`config.mk`:
```
export PLATFORM = sky130hd
export DESIGN_NAME = pidesc_proc
export DESIGN_NICKNAME = d
export VERILOG_FILES = /design/src/rtl/pid_pkg.sv /design/src/rtl/pid_ctrl.sv /design/src/rtl/pid_virr.sv /design/src/rtl/pid_prio.sv /design/src/rtl/pidesc_proc.sv
export SDC_FILE = /design/constraint.sdc
export NUM_CORES = 2
export LEC_CHECK = 0
export ABC_AREA = 1
export BUFFER_PORTS_ARGS = -buffer_cell sky130_fd_sc_hd__buf_4
export CAP_MARGIN = 20
export CORE_AREA = 2 2 622 624
export DETAILED_ROUTE_END_ITERATION = 8
export DIE_AREA = 0 0 624 626
export GPL_ROUTABILITY_DRIVEN = 0
export GPL_TIMING_DRIVEN = 0
export PLACE_DENSITY = 0.33
export SKIP_LAST_GASP = 1
export SLEW_MARGIN = 20
export SYNTH_ARGS = -nofsm -noshare
export SYNTH_HDL_FRONTEND = slang
export SYNTH_SLANG_ARGS = --single-unit
```
`constraint.sdc`:
```
create_clock -name clk -period 14.9 [get_ports clk]
set_input_delay 2.98 -clock clk [delete_from_list [all_inputs] [get_ports clk]]
set_output_delay 2.98 -clock clk [all_outputs]
set_load 0.01 [all_outputs]
```
`src/rtl/pid_pkg.sv`:
```
package pid_pkg;

    localparam int PID_NUM_VEC = 256;
    localparam int PID_WORD_W  = 32;
    localparam int PID_DESC_W  = 512;
    localparam int PID_CLASS_LSB = 4;

    typedef enum logic [2:0] {
        ST_IDLE,
        ST_CLR_ON,
        ST_EOI,
        ST_GRAB,
        ST_MERGE,
        ST_SCAN,
        ST_EVAL
    } pid_state_e;

    typedef struct packed {
        logic acc;
        logic eoi;
        logic done;
    } pid_pulse_t;

    // pending when the RVI priority class is above the processor priority class
    function automatic logic pid_pend_eval(input logic [7:0] rvi,
                                           input logic [7:0] ppr,
                                           input logic       blk);
        return !blk && (rvi[7:PID_CLASS_LSB] > ppr[7:PID_CLASS_LSB]);
    endfunction

endpackage

```
`src/rtl/pid_ctrl.sv`:
```
module pid_ctrl
    import pid_pkg::*;
#(
    parameter int NUM_WORDS = 8,
    localparam int IDX_W = (NUM_WORDS > 1) ? $clog2(NUM_WORDS) : 1
) (
    input  logic             clk,
    input  logic             rst,
    input  logic             go,
    output pid_state_e       state,
    output logic [IDX_W-1:0] word_idx,
    output pid_pulse_t       pulses,
    output logic             busy
);

    localparam logic [IDX_W-1:0] LAST_IDX = IDX_W'(NUM_WORDS - 1);

    pid_state_e       state_q;
    logic [IDX_W-1:0] idx_q;
    pid_pulse_t       pulse_q;

    always_ff @(posedge clk) begin
        if (rst) begin
            state_q <= ST_IDLE;
            idx_q   <= '0;
            pulse_q <= '0;
        end else begin
            pulse_q.acc  <= (state_q == ST_IDLE) && go;
            pulse_q.eoi  <= (state_q == ST_EOI);
            pulse_q.done <= (state_q == ST_EVAL);
            case (state_q)
                ST_IDLE:   if (go) state_q <= ST_CLR_ON;
                ST_CLR_ON: state_q <= ST_EOI;
                ST_EOI:    state_q <= ST_GRAB;
                ST_GRAB: begin
                    idx_q   <= '0;
                    state_q <= ST_MERGE;
                end
                ST_MERGE: begin
                    if (idx_q == LAST_IDX) begin
                        state_q <= ST_SCAN;
                    end else begin
                        idx_q <= idx_q + 1'b1;
                    end
                end
                ST_SCAN:   state_q <= ST_EVAL;
                ST_EVAL:   state_q <= ST_IDLE;
                default:   state_q <= ST_IDLE;
            endcase
        end
    end

    assign state    = state_q;
    assign word_idx = idx_q;
    assign pulses   = pulse_q;
    assign busy     = (state_q != ST_IDLE);

    AST_ACC_SINGLE: assert property (@(posedge clk) disable iff (rst)
        pulse_q.acc |=> !pulse_q.acc);
    AST_EOI_SINGLE: assert property (@(posedge clk) disable iff (rst)
        pulse_q.eoi |=> !pulse_q.eoi);
    AST_DONE_AT_IDLE: assert property (@(posedge clk) disable iff (rst)
        pulse_q.done |-> (state_q == ST_IDLE));
    AST_ACC_THEN_BUSY: assert property (@(posedge clk) disable iff (rst)
        pulse_q.acc |-> (state_q == ST_CLR_ON));

endmodule

```
`src/rtl/pid_virr.sv`:
```
module pid_virr #(
    parameter int NUM_VEC = 256,
    parameter int WORD_W  = 32,
    localparam int NUM_WORDS = NUM_VEC / WORD_W,
    localparam int IDX_W = (NUM_WORDS > 1) ? $clog2(NUM_WORDS) : 1
) (
    input  logic               clk,
    input  logic               rst,
    input  logic               load,
    input  logic [NUM_VEC-1:0] load_val,
    input  logic               merge_en,
    input  logic [IDX_W-1:0]   merge_idx,
    input  logic [WORD_W-1:0]  merge_word,
    output logic [NUM_VEC-1:0] virr
);

    logic [WORD_W-1:0] words_q [NUM_WORDS];

    for (genvar w = 0; w < NUM_WORDS; w++) begin : g_word
        always_ff @(posedge clk) begin
            if (rst) begin
                words_q[w] <= '0;
            end else if (load) begin
                words_q[w] <= load_val[w*WORD_W +: WORD_W];
            end else if (merge_en && (merge_idx == IDX_W'(w))) begin
                words_q[w] <= words_q[w] | merge_word;
            end
        end
        assign virr[w*WORD_W +: WORD_W] = words_q[w];
    end

    AST_VIRR_NO_CLEAR: assert property (@(posedge clk) disable iff (rst)
        !$past(load) |-> ((virr & $past(virr)) == $past(virr)));

endmodule

```
`src/rtl/pid_prio.sv`:
```
module pid_prio #(
    parameter int NUM_VEC = 256,
    localparam int VEC_W = $clog2(NUM_VEC)
) (
    input  logic [NUM_VEC-1:0] vec_set,
    output logic [VEC_W-1:0]   top_vec,
    output logic               any_set
);

    always_comb begin
        top_vec = '0;
        any_set = 1'b0;
        for (int i = 0; i < NUM_VEC; i++) begin
            if (vec_set[i]) begin
                top_vec = VEC_W'(i);
                any_set = 1'b1;
            end
        end
    end

endmodule

```
`src/rtl/pidesc_proc.sv`:
```
module pidesc_proc
    import pid_pkg::*;
#(
    parameter int NUM_VEC = PID_NUM_VEC,
    parameter int WORD_W  = PID_WORD_W,
    parameter int DESC_W  = PID_DESC_W,
    localparam int VEC_W     = $clog2(NUM_VEC),
    localparam int NUM_WORDS = NUM_VEC / WORD_W,
    localparam int IDX_W     = (NUM_WORDS > 1) ? $clog2(NUM_WORDS) : 1,
    localparam int ON_BIT    = NUM_VEC
) (
    input  logic              clk,
    input  logic              rst,
    input  logic              load_en,
    input  logic [DESC_W-1:0] load_desc,
    input  logic [NUM_VEC-1:0] load_virr,
    input  logic [VEC_W-1:0]  load_rvi,
    input  logic              notify_valid,
    input  logic [VEC_W-1:0]  notify_vec,
    input  logic [VEC_W-1:0]  cfg_vec,
    input  logic              post_en,
    input  logic [VEC_W-1:0]  vppr,
    input  logic              win_blk,
    output logic              busy,
    output logic              accepted,
    output logic              eoi_pulse,
    output logic              done,
    output logic [DESC_W-1:0] desc_out,
    output logic [NUM_VEC-1:0] virr_out,
    output logic [VEC_W-1:0]  rvi_out,
    output logic              pend_out
);

    pid_state_e        state;
    logic [IDX_W-1:0]  word_idx;
    pid_pulse_t        pulses;
    logic              busy_w;
    logic              go;
    logic              load_go;
    logic [DESC_W-1:0] desc_q;
    logic [NUM_VEC-1:0] snap_q;
    logic [VEC_W-1:0]  rvi_q;
    logic              pend_q;
    logic [NUM_VEC-1:0] virr_w;
    logic [VEC_W-1:0]  top_vec;
    logic              any_set;
    logic [WORD_W-1:0] merge_word;

    assign go      = notify_valid && post_en && (notify_vec == cfg_vec) && !busy_w;
    assign load_go = load_en && !busy_w;

    pid_ctrl #(.NUM_WORDS(NUM_WORDS)) u_ctrl (
        .clk      (clk),
        .rst      (rst),
        .go       (go),
        .state    (state),
        .word_idx (word_idx),
        .pulses   (pulses),
        .busy     (busy_w)
    );

    // descriptor: clear outstanding flag, then read-and-clear request bits
    always_ff @(posedge clk) begin
        if (rst) begin
            desc_q <= '0;
            snap_q <= '0;
        end else if (load_go) begin
            desc_q <= load_desc;
        end else if (state == ST_CLR_ON) begin
            desc_q[ON_BIT] <= 1'b0;
        end else if (state == ST_GRAB) begin
            snap_q              <= desc_q[NUM_VEC-1:0];
            desc_q[NUM_VEC-1:0] <= '0;
        end
    end

    assign merge_word = snap_q[word_idx*WORD_W +: WORD_W];

    pid_virr #(.NUM_VEC(NUM_VEC), .WORD_W(WORD_W)) u_virr (
        .clk        (clk),
        .rst        (rst),
        .load       (load_go),
        .load_val   (load_virr),
        .merge_en   (state == ST_MERGE),
        .merge_idx  (word_idx),
        .merge_word (merge_word),
        .virr       (virr_w)
    );

    pid_prio #(.NUM_VEC(NUM_VEC)) u_prio (
        .vec_set (virr_w),
        .top_vec (top_vec),
        .any_set (any_set)
    );

    // RVI only rises; an empty IRR reports vector 0
    always_ff @(posedge clk) begin
        if (rst) begin
            rvi_q  <= '0;
            pend_q <= 1'b0;
        end else if (load_go) begin
            rvi_q  <= load_rvi;
            pend_q <= 1'b0;
        end else begin
            if ((state == ST_SCAN) && (top_vec >= rvi_q)) begin
                rvi_q <= any_set ? top_vec : '0;
            end
            if (state == ST_EVAL) begin
                pend_q <= pid_pend_eval(rvi_q, vppr, win_blk);
            end
        end
    end

    assign busy      = busy_w;
    assign accepted  = pulses.acc;
    assign eoi_pulse = pulses.eoi;
    assign done      = pulses.done;
    assign desc_out  = desc_q;
    assign virr_out  = virr_w;
    assign rvi_out   = rvi_q;
    assign pend_out  = pend_q;

    AST_ON_BEFORE_EOI: assert property (@(posedge clk) disable iff (rst)
        pulses.eoi |-> !desc_q[ON_BIT]);
    AST_FREE_STABLE: assert property (@(posedge clk) disable iff (rst)
        !$past(load_go) |-> (desc_q[DESC_W-1:ON_BIT+1] == $past(desc_q[DESC_W-1:ON_BIT+1])));
    AST_RVI_NO_DROP: assert property (@(posedge clk) disable iff (rst)
        !$past(load_go) |-> (rvi_q >= $past(rvi_q)));
    AST_PIR_ZERO_AT_MERGE: assert property (@(posedge clk) disable iff (rst)
        (state == ST_MERGE) |-> (desc_q[NUM_VEC-1:0] == '0));
    AST_IDLE_HOLD: assert property (@(posedge clk) disable iff (rst)
        (!$past(busy_w) && !$past(load_go) && !busy_w) |-> ($stable(rvi_q) && $stable(pend_q)));

endmodule

```
==> metrics.cfg <==
[timing]
hold_violations = 0
worstMarginPinSlew_ns = 1.139
max_clock_freq_mhz = 59.46
fin_ws_ns = -1.918
tns_ns = -15.00
period_share = 1.129
maxSlewHeadroom = 0.2408
rsz0062_at_grt = yes
fin_crit_ns = 16.82
finalMaxSlewViolations = 0
setup_viol = 8
finalClockSkew_ns = 0.05844

[setup_path]
startpoint_type = flop
cp_slowest_cell = edfxtp_1
timing.rr.end = rvi_out[7]$_SDFFE_PP0P_
critical_path_arrival_ns = 17.57
reg2reg_depth = 271
rr_startpoint = u_virr.words_q[0][2]$_DFFE_PP_
end_kind = flop
crit_path_start = u_virr.words_q[0][2]$_DFFE_PP_
critPathKind = reg -> reg
cp_common_cell = nand2_1
reg2reg_slack_ns = -1.92
slowest_delay_ns = 0.40
cp_max_fo = 5
critPathRequiredTime_ns = 15.65
cp-endpoint = rvi_out[7]$_SDFFE_PP0P_

[detailed_routing]
wl_per_cell_um = 34.45
dr_wl_met2_mm = 188.1
highest_layer = met5
met1_length_mm = 160.9
vias_per_cell = 3.972
first_pass_iters = 8
drt-total-wl_mm = 405.6
dr_total_vias = 46758
antenna_left = 0
drt_iter0_drc = 4081
drcViolationCount = 0
route.met3.wl_mm = 39.98

[global_routing]
track_usage = 0.1979
antenna_found_initial = 109
grt_pass1_wl_mm = 503.5
gr-total-overflow = 0
grt_pass1_vias = 46190
grt_max_degree = 29

[yosys]
synth.avg_cell_area_sq_um = 9.064
synth_cell_type_count = 41
synth-edff-count = 256
syn_area_sq_um = 43620
synth_ff_type = dfxtp_1
synthArstFlopShare = 0
ys_warn_count = 0
yosysSeqAreaShare = 0.5370
syn_nets = 5636
ys_seq_elements = 1042
synth_cells = 4812

[flow_run]
cap_violations = 0

[floorplan]
core_area_sq_um = 384300
pin_count = 1587
die-width_um = 624
fp-row-count = 228
die_area_sq_um = 390600
start_util = 0.1135
die_h_um = 626

[final_layout]
final_common_cell = buf_4
syn2layout_area_growth_pct = 54.46
post-route-util = 0.1753
nets = 7393
n_fill_cell = 43286
final_cell_mix = buf_4, nor2_1, dfxtp_1, nand2_1, o21ai_0
drive_above_1_share = 0.3000
design_area_sq_um = 67370

[power]
leakagePower_nw = 29.16
vdd_drop_max_mv = 0.07481
powerDensity_nw_per_um2 = 136.1

[clocking]
path_clk_slew_ns = 0.06
hold_buffers = 0
root_buffer = clkbuf_16
clk_latency_ns = 0.87
clock_sinks = 1042
cts_made_buffers = 145
clockBufferDepth = 4
ctsHtreeMaxLevel = 4
cts_tree = built

[placement]
dpl.hpwl_mm = 350.2
placed_cell_area_sq_um = 62350
portBuffers = 1582

[min_path]
hp-class = reg -> reg
hold_start = desc_out[319]$_SDFFE_PP0P_

[status]
outcome = finished, violations left
violations = negative setup slack

-- state kept, by name, indices dropped and copies added, names as in the netlist --
| register | flops |
|---|---|
| u_ctrl.pulses | 3 |
| snap_q | 256 |
| u_ctrl.state | 3 |
| rvi_out | 8 |
| pend_out | 1 |
| desc_out | 512 |
| u_virr.words_q | 256 |
| u_ctrl.word_idx | 3 |
-- per-layer routing --
layer | vias to the layer above | track usage
met1 | 23434 | 0.2315
met3 | 497 | 0.07874
met4 | 66 | 0.07258
li1 | 20628 | -
met5 | - | 0.004692
met2 | 2133 | 0.3241
-- what timing repair did --
| item | in CTS | in global routing |
|---|---|---|
| buffers inserted | 8 | 2 |
| pin swaps | 25 | 38 |
| gates resized for setup | 42 | 17 |
| setup endpoints to repair | 8 | 8 |
-- kinds of logic (layout without fill, tap and decap cells) --
kind of cell               Yosys count  in the layout  share of synthesized area
adders and majority gates           18             18                   0.005163
other                                0             42                          0
and+or+nand+nor                   1504           1504                     0.1324
xor gates and xnor gates             3              3                  0.0006025
AOI/OAI and AO/OA                 1540           1540                     0.2390
buffers and inverters              705           2564                    0.08591
DFF                               1042           1042                     0.5370
-- worst min path at each step --
stage / to / slack, ns / depth (start not counted)
2_1_floorplan: u_ctrl.pulses[1]$_SDFF_PP0_ / 0.47 / 2
3_3_place_gp: desc_out[423]$_SDFFE_PP0P_ / 0.46 / 1
3_5_place_dp: desc_out[316]$_SDFFE_PP0P_ / 0.46 / 1
4_1_cts: desc_out[405]$_SDFFE_PP0P_ / 0.47 / 1
5_1_grt: desc_out[423]$_SDFFE_PP0P_ / 0.49 / 1
6_report: desc_out[319]$_SDFFE_PP0P_ / 0.48 / 1
-- Yosys cell counts (3+ instances only) --
cell type,number,area share
nor3_1,22,0.0025
nand4_1,12,0.0017
buf_1,11,0.00095
nor4_1,16,0.0023
o21ai_0,439,0.050
nor2_1,822,0.071
a22o_1,256,0.051
inv_1,263,0.023
nand3_1,17,0.0020
o211ai_1,5,0.00086
edfxtp_1,256,0.18
bufinv_8,80,0.032
nand2_1,612,0.053
a21oi_1,246,0.028
clkbuf_1,339,0.029
o22ai_1,65,0.0093
dfxtp_1,786,0.36
a32o_1,256,0.059
a21boi_0,3,0.00052
a221oi_1,3,0.00060
o21ai_1,6,0.00069
o21bai_1,5,0.00086
ha_1,18,0.0052
inv_2,10,0.00086
o31ai_1,5,0.00086
a31oi_1,241,0.035
-- cell type report --
type	count	area (sq um)	area share
Buffer	350	1339	0.01987
Clock inverter	52	619.3	0.009193
Inverter	355	2434	0.03612
Clock buffer	197	4035	0.05989
Timing Repair Buffer	1610	12370	0.1835
Tap cell	5060	6331	0.09397
Sequential cell	1042	23420	0.3477
Antenna cell	42	105.1	0.001560
Multi-Input combinational cell	3065	16720	0.2482
-- per-stage QoR --
step	std cells	hold slack [ns]	setup slack (ns)	power [mW]
floorplan	4812	0.4706	1.902	4.190
CTS	11729	0.4745	-2.201	9.316
finish	11773	0.4769	-1.918	9.172
global placement	11454	0.4618	-4.280	5.661
detailed placement	11472	0.4562	-3.523	5.675
global route	11740	0.4858	-4.356	9.509
-- report_power, final --
part,switching (mW),leakage [nW],internal [mW]
clock,1.50,2.26,2.06
combinational,1.20,17.7,0.823
sequential,0.399,9.23,3.18
total,3.11,29.2,6.06
-- critical path, delay by kind of cell, from the launching register on --
kind                       cells  cell delay [ns]
and+or+nand+nor              258            14.71
AOI/OAI and AO/OA              7             0.98
buffers and inverters          5             0.42
DFF                            1             0.40
adders and majority gates      1             0.20
No activity file was read; power rests on OpenSTA's default activity.
